**src/rtl/perfmon_pkg.sv**
```systemverilog
package perfmon_pkg;

    localparam int CTRL_W  = 32;
    localparam int NUM_CNT = 3;
    localparam int SEL_W   = 8;

    // control bit positions
    localparam int B_EN     = 0;
    localparam int B_EVRST  = 1;
    localparam int B_CYCRST = 2;
    localparam int B_PRESC  = 3;
    localparam int B_IE     = 4;
    localparam int B_FLAG   = 8;
    localparam int B_SEL0   = 12;
    localparam int B_SEL1   = 20;

    // counter slots: order matches enable and flag bit order
    localparam int CI_EV0 = 0;
    localparam int CI_EV1 = 1;
    localparam int CI_CYC = 2;

    localparam logic [SEL_W-1:0]  SEL_NONE  = 8'hFF;
    localparam logic [CTRL_W-1:0] RSVD_MASK = 32'hF000_0886;

    typedef enum logic [1:0] {
        RI_CTRL = 2'd0,
        RI_CYC  = 2'd1,
        RI_EV0  = 2'd2,
        RI_EV1  = 2'd3
    } reg_idx_e;

    typedef struct packed {
        logic [SEL_W-1:0]   sel1;
        logic [SEL_W-1:0]   sel0;
        logic [NUM_CNT-1:0] flag;
        logic [NUM_CNT-1:0] ie;
        logic               presc;
        logic               en;
    } ctrl_t;

    localparam ctrl_t CTRL_RST = '{sel1: SEL_NONE, sel0: SEL_NONE,
                                   flag: '0, ie: '0, presc: 1'b0, en: 1'b0};

    function automatic logic [CTRL_W-1:0] ctrl_pack(input ctrl_t c);
        logic [CTRL_W-1:0] r;
        r = '0;
        r[B_EN]              = c.en;
        r[B_PRESC]           = c.presc;
        r[B_IE +: NUM_CNT]   = c.ie;
        r[B_FLAG +: NUM_CNT] = c.flag;
        r[B_SEL0 +: SEL_W]   = c.sel0;
        r[B_SEL1 +: SEL_W]   = c.sel1;
        return r;
    endfunction

endpackage

```
**src/rtl/perfmon_evsel.sv**
```systemverilog
module perfmon_evsel
    import perfmon_pkg::*;
#(
    parameter int NUM_EVT = 32
) (
    input  logic [NUM_EVT-1:0] pulses,
    input  logic [SEL_W-1:0]   code,
    output logic               hit
);
    localparam int IDX_W = (NUM_EVT > 1) ? $clog2(NUM_EVT) : 1;

    logic in_range;

    always_comb begin
        in_range = (32'(code) < NUM_EVT) && (code != SEL_NONE);
        hit      = in_range ? pulses[code[IDX_W-1:0]] : 1'b0;
    end
endmodule

```
**src/rtl/perfmon_counter.sv**
```systemverilog
module perfmon_counter #(
    parameter int W = 32
) (
    input  logic         clk,
    input  logic         rst,
    input  logic         clr,
    input  logic         load,
    input  logic [W-1:0] load_val,
    input  logic         inc,
    output logic [W-1:0] q,
    output logic         wrap
);
    always_comb wrap = inc && !load && !clr && (&q);

    always_ff @(posedge clk) begin
        if (rst || clr) q <= '0;
        else if (load)  q <= load_val;
        else if (inc)   q <= q + 1'b1;
    end


    cnt_load_chk: assert property (@(posedge clk) disable iff (rst)
        (load && !clr) |=> (q == $past(load_val)));


    cnt_clear_chk: assert property (@(posedge clk) disable iff (rst)
        clr |=> (q == '0));


    cnt_hold_chk: assert property (@(posedge clk) disable iff (rst)
        (!inc && !load && !clr) |=> $stable(q));
endmodule

```
**src/rtl/perfmon_prescale.sv**
```systemverilog
module perfmon_prescale #(
    parameter int DIV_W = 6
) (
    input  logic clk,
    input  logic rst,
    input  logic clr,
    input  logic run,
    input  logic slow,
    output logic tick
);
    logic [DIV_W-1:0] phase;

    always_comb tick = run && (!slow || (&phase));

    always_ff @(posedge clk) begin
        if (rst || clr) phase <= '0;
        else if (run)   phase <= phase + 1'b1;
    end


    presc_idle_chk: assert property (@(posedge clk) disable iff (rst)
        !run |-> !tick);
endmodule

```
**src/rtl/perfmon_ctrl.sv**
```systemverilog
module perfmon_ctrl
    import perfmon_pkg::*;
(
    input  logic              clk,
    input  logic              rst,
    input  logic              wr,
    input  logic [CTRL_W-1:0] wdata,
    input  logic [NUM_CNT-1:0] wrap,
    output ctrl_t             ctrl,
    output logic              clr_ev,
    output logic              clr_cyc
);
    logic [NUM_CNT-1:0] ack;
    logic [NUM_CNT-1:0] flag_nxt;

    always_comb begin
        ack      = wr ? wdata[B_FLAG +: NUM_CNT] : '0;
        flag_nxt = (ctrl.flag & ~ack) | wrap;
        clr_ev   = wr && wdata[B_EVRST];
        clr_cyc  = wr && wdata[B_CYCRST];
    end

    always_ff @(posedge clk) begin
        if (rst) begin
            ctrl <= CTRL_RST;
        end else begin
            if (wr) begin
                ctrl.en    <= wdata[B_EN];
                ctrl.presc <= wdata[B_PRESC];
                ctrl.ie    <= wdata[B_IE +: NUM_CNT];
                ctrl.sel0  <= wdata[B_SEL0 +: SEL_W];
                ctrl.sel1  <= wdata[B_SEL1 +: SEL_W];
            end
            ctrl.flag <= flag_nxt;
        end
    end

    // a wrap always leaves its flag set, even against a clear
    flag_set_chk: assert property (@(posedge clk) disable iff (rst)
        (|wrap) |=> ((ctrl.flag & $past(wrap)) == $past(wrap)));


    flag_ack_chk: assert property (@(posedge clk) disable iff (rst)
        (|(ack & ~wrap)) |=> ((ctrl.flag & $past(ack & ~wrap)) == '0));
endmodule

```
**src/rtl/perfmon_unit.sv**
```systemverilog
module perfmon_unit
    import perfmon_pkg::*;
#(
    parameter int CNT_W   = 32,
    parameter int NUM_EVT = 32,
    parameter int DIV_W   = 6
) (
    input  logic               clk,
    input  logic               rst,
    input  logic               reg_valid,
    input  logic               reg_write,
    input  logic [1:0]         reg_index,
    input  logic [CTRL_W-1:0]  reg_wdata,
    output logic [CTRL_W-1:0]  reg_rdata,
    input  logic [NUM_EVT-1:0] evt_pulse,
    output logic               irq
);
    ctrl_t              ctrl;
    logic               bus_wr;
    logic               clr_ev, clr_cyc;
    logic               cyc_tick;
    logic [1:0]         ev_hit;
    logic [SEL_W-1:0]   sel_code [2];
    logic [NUM_CNT-1:0] inc, load, clr, wrap;
    logic [CNT_W-1:0]   cnt_q [NUM_CNT];

    always_comb begin
        bus_wr       = reg_valid && reg_write;
        sel_code[0]  = ctrl.sel0;
        sel_code[1]  = ctrl.sel1;
        load[CI_EV0] = bus_wr && (reg_index == RI_EV0);
        load[CI_EV1] = bus_wr && (reg_index == RI_EV1);
        load[CI_CYC] = bus_wr && (reg_index == RI_CYC);
        clr[CI_EV0]  = clr_ev;
        clr[CI_EV1]  = clr_ev;
        clr[CI_CYC]  = clr_cyc;
        inc[CI_EV0]  = ctrl.en && ev_hit[0];
        inc[CI_EV1]  = ctrl.en && ev_hit[1];
        inc[CI_CYC]  = cyc_tick;
    end

    perfmon_ctrl u_ctrl (
        .clk     (clk),
        .rst     (rst),
        .wr      (bus_wr && (reg_index == RI_CTRL)),
        .wdata   (reg_wdata),
        .wrap    (wrap),
        .ctrl    (ctrl),
        .clr_ev  (clr_ev),
        .clr_cyc (clr_cyc)
    );

    perfmon_prescale #(.DIV_W(DIV_W)) u_presc (
        .clk  (clk),
        .rst  (rst),
        .clr  (clr_cyc),
        .run  (ctrl.en),
        .slow (ctrl.presc),
        .tick (cyc_tick)
    );

    for (genvar g = 0; g < 2; g++) begin : g_sel
        perfmon_evsel #(.NUM_EVT(NUM_EVT)) u_sel (
            .pulses (evt_pulse),
            .code   (sel_code[g]),
            .hit    (ev_hit[g])
        );
    end

    for (genvar g = 0; g < NUM_CNT; g++) begin : g_cnt
        perfmon_counter #(.W(CNT_W)) u_cnt (
            .clk      (clk),
            .rst      (rst),
            .clr      (clr[g]),
            .load     (load[g]),
            .load_val (reg_wdata[CNT_W-1:0]),
            .inc      (inc[g]),
            .q        (cnt_q[g]),
            .wrap     (wrap[g])
        );
    end

    always_comb begin
        case (reg_index)
            RI_CTRL: reg_rdata = ctrl_pack(ctrl);
            RI_CYC:  reg_rdata = CTRL_W'(cnt_q[CI_CYC]);
            RI_EV0:  reg_rdata = CTRL_W'(cnt_q[CI_EV0]);
            default: reg_rdata = CTRL_W'(cnt_q[CI_EV1]);
        endcase
        irq = |(ctrl.flag & ctrl.ie);
    end


    rsvd_zero_chk: assert property (@(posedge clk) disable iff (rst)
        (reg_index == RI_CTRL) |-> ((reg_rdata & RSVD_MASK) == '0));


    irq_quiet_chk: assert property (@(posedge clk) disable iff (rst)
        (ctrl.ie == '0) |-> !irq);


    halt_chk: assert property (@(posedge clk) disable iff (rst)
        (!ctrl.en && !(|load) && !(|clr)) |=> $stable(cnt_q[CI_EV0]));
endmodule

```
**config.mk**
```make
export PLATFORM = sky130hd
export DESIGN_NAME = perfmon_unit
export DESIGN_NICKNAME = d
export VERILOG_FILES = /design/src/rtl/perfmon_pkg.sv /design/src/rtl/perfmon_evsel.sv /design/src/rtl/perfmon_counter.sv /design/src/rtl/perfmon_prescale.sv /design/src/rtl/perfmon_ctrl.sv /design/src/rtl/perfmon_unit.sv
export SDC_FILE = /design/constraint.sdc
export NUM_CORES = 1
export LEC_CHECK = 0
export BUFFER_PORTS_ARGS = -buffer_cell sky130_fd_sc_hd__buf_2
export CAP_MARGIN = 5
export CORE_ASPECT_RATIO = 1.75
export CORE_MARGIN = 10
export CORE_UTILIZATION = 55
export DETAILED_ROUTE_END_ITERATION = 8
export HOLD_SLACK_MARGIN = 0.02
export PLACE_DENSITY = 0.83
export SYNTH_ARGS = -nofsm -noshare
export SYNTH_HDL_FRONTEND = slang
export SYNTH_SLANG_ARGS = --single-unit
```
**constraint.sdc**
```tcl
create_clock -name clk -period 5.5 [get_ports clk]
set_input_delay 0.825 -clock clk [delete_from_list [all_inputs] [get_ports clk]]
set_output_delay 0.825 -clock clk [all_outputs]
set_load 0.05 [all_outputs]
```
==> results by group <==
Clock network
  – Clock slew at reported path FFs: 0.06 ns
  – CTS Hold Bufs: 0
  – TritonCTS buffer count: 17
  – Number of setup buffers added after CTS: 0
  – Clock Latency Late Sink: 0.42 ns
  – H-tree depth: 4
  – CTS max path bufs: 2
  – Clock Tree Root: clkbuf_16
  – # clock sinks: 126
  – Resized Gates After CTS: 0
  – CTS tree: yes

Setup path
  – CP Max Fanout: 23
  – Crit-path cells: mux4_2 -> nor3b_1 -> or4_1 -> o221ai_2 -> buf_4 -> nor3_1 -> a211o_1
  – Slowest CP cell: o221ai_2
  – Setup CP Type: register to register
  – Setup crit start kind: register
  – WP buf/inv: 1
  – Worst EP arrival: 4.14 ns
  – Worst endpoint required time: 5.81 ns
  – Delay-heaviest family, CP: compound AO/OA/AOI/OAI gates
  – CP peak stage delay: 1.07 ns
  – CP Capture Type: register

Detailed routing
  – Via-to-Cell Ratio: 6.65
  – Total Routed Length: 25.6 mm
  – Avg WL per Cell: 22.1 um
  – Vias: 7732
  – Post-DRT Antenna Nets: 0
  – Initial drt markers: 813
  – 1st-pass router iterations: 6
  – DRC viols: 0

Global route
  – Total track usage: 26.6%
  – GRT overflow: 0
  – Vias in the first global route: 7876
  – Largest net degree at the start of global routing: 43
  – Initial antenna violation count: 0
  – First-pass GRT wire length: 40.8 mm

Floorplanning
  – Core ar.: 13800 um^2
  – Rows: 57
  – Die Area: 19400 um^2
  – Die width: 110 um
  – Initial core utilization: 55.8%
  – Die Span Y: 177 um
  – IO Count: 103

Final layout
  – # fillers: 1122
  – Fraction of layout cells with a size suffix above 1: 20.0%
  – Multi-input gate area: 4910 um^2
  – Ant diodes: 0
  – Sequential cell area: 2520 um^2
  – Nets: 1046
  – Synthesis-to-layout area growth: 15.6%
  – Layout Cells excl Fill: 1162

STA
  – Slew margin rel.: 7.67%
  – Minimum hold slack: 0.484 ns
  – RSZ-0062 raised after global routing: no
  – Setup violators final: 0
  – Final period utilization: 69.6%
  – Final number of hold-violating endpoints: 0
  – Fin crit period: 3.83 ns
  – Slew @ Worst Pin: 1.38 ns
  – Fin. max-slew vios: 0
  – Setup TNS: 0 ns
  – Achievable clock frequency: 261 MHz
  – Clock skew: 0.00800 ns

Run status
  – Outcome: complete, no violations

Placement
  – HPWL Detailed: 18.1 mm
  – Routability cong.: 0.947
  – Cell total after placement: 1130
  – Buffers on Ports: 102

Flow run
  – Maxcap violations: 0

Synth
  – Synth area leaders: dfxtp_1 33%, mux4_2 8.5%, xor2_1 6.6%
  – Syn Nets: 978
  – Syn_area_per_cell: 8.54 um^2
  – Ys async rst share: 0%
  – EDFF count, synth: 0
  – Commonest register cell after synthesis: dfxtp_1
  – Commonest cells in the netlist: 126 x dfxtp_1, 96 x nand2_1, 85 x o21ai_0, 76 x a21oi_1, 58 x xor2_1
  – Yosys warnings: 0
  – Leading area contributor after synthesis: dfxtp_1
  – Synthesized instance count: 904
  – Syn Std Cell Area: 7720 um^2
  – Most common cell in the netlist: dfxtp_1
  – Yosys reg bits: 126
  – Register area share after synthesis: 32.7%
  – Synth cell types: 53
  – Synth top area share: 32.7%

Hold path
  – Worst min path class: register to register

Power and ir drop
  – Power Dens Cells: 278 nW/um^2
  – Power Total: 0.00248 W
  – Worst vdd ir: 0.216 mV
  – Leakage: 3.37 nW
## layout by cell type (no fill, tap or decap), types with 9 or more instances in the layout
cell type,n
inv_1,9
mux4_2,29
dfxtp_1,126
mux2_2,9
nor3_1,16
nand3_1,26
xor2_1,58
a21oi_1,75
nor2_1,42
nand4_1,23
o211ai_1,17
nand2_1,95
a211oi_1,18
xnor2_1,29
or3_1,11
and2_1,10
and3_1,17
nor2b_1,10
o21ai_0,84
and4_1,10
buf_2,102
o2111ai_1,11
mux2i_1,26
clkbuf_16,17
nand3b_1,16
buf_4,15
## worst reg2reg max path: stages (launching register included)
cell and delay, ns:
dfxtp_1 0.69, mux4_2 0.59, nor3b_1 0.15, or4_1 0.42, o221ai_2 1.07, buf_4 0.38
nor3_1 0.12, a211o_1 0.30
## cells by family (layout without fill, tap and decap cells)
logic type | after synthesis | count (layout) | synth area share, %
muxes | 64 | 64 | 13.1
and+or+nand+nor | 304 | 304 | 20.8
adders and majority gates | 4 | 4 | 0.649
buffers and inverters | 77 | 158 | 4.18
xor gates and xnor gates | 87 | 87 | 9.87
AOI/OAI and AO/OA | 242 | 242 | 18.7
DFF | 126 | 126 | 32.7
## path summary, 6_finish.rpt
path | start | end | slack [ns] | cells past startpoint
worst max-delay path | u_ctrl.ctrl[9] | g_cnt[0].u_cnt.q[11] | 1.67 | 7
worst min-delay path | u_ctrl.ctrl[3] | u_ctrl.ctrl[3] | 0.48 | 2
worst max register to register | u_ctrl.ctrl[9] | g_cnt[0].u_cnt.q[11] | 1.67 | 7
worst min register to register | u_ctrl.ctrl[3] | u_ctrl.ctrl[3] | 0.48 | 2
## registers in the layout (all words and copies together) (netlist names)
signal / cells
g_cnt.u_cnt.q: 96
u_ctrl.ctrl: 24
u_presc.phase: 6
## through the flow
step / cell area [um^2] / setup slack (ns) / util, %
2_1_floorplan: 7720 / 2.23 / -
3_3_place_gp: 8310 / 1.68 / 60.0
3_5_place_dp: 8310 / 1.67 / 60.0
4_1_cts: 8920 / 1.76 / 64.5
5_1_grt: 8920 / 1.53 / 64.5
6_report: 8920 / 1.67 / 64.5
## final cells by class
cell class | count | area share (%)
Multi-Input combinational cell | 701 | 55.0
Clock buffer | 20 | 5.01
Inverter | 9 | 0.379
Timing Repair Buffer | 117 | 6.99
Clock inverter | 12 | 1.87
Tap cell | 177 | 2.48
Sequential cell | 126 | 28.3
## power by group
part	internal [W]	total (W)	switching (W)
registers	0.000943	0.000988	0.0000440
logic	0.000109	0.000301	0.000192
clock network	0.000766	0.00119	0.000423
total	0.00182	0.00248	0.000659
## metal layers
layer  wire length, um  vias to the layer above  global-route usage [%]
met5                 0                        -                       0
met4              1900                        0                    18.8
met3              2240                      145                    6.75
met2             12700                      437                    44.3
met1              8840                     3683                    28.3
li1                  -                     3467                       -
Note: power is estimated with default switching activity, not from simulation.
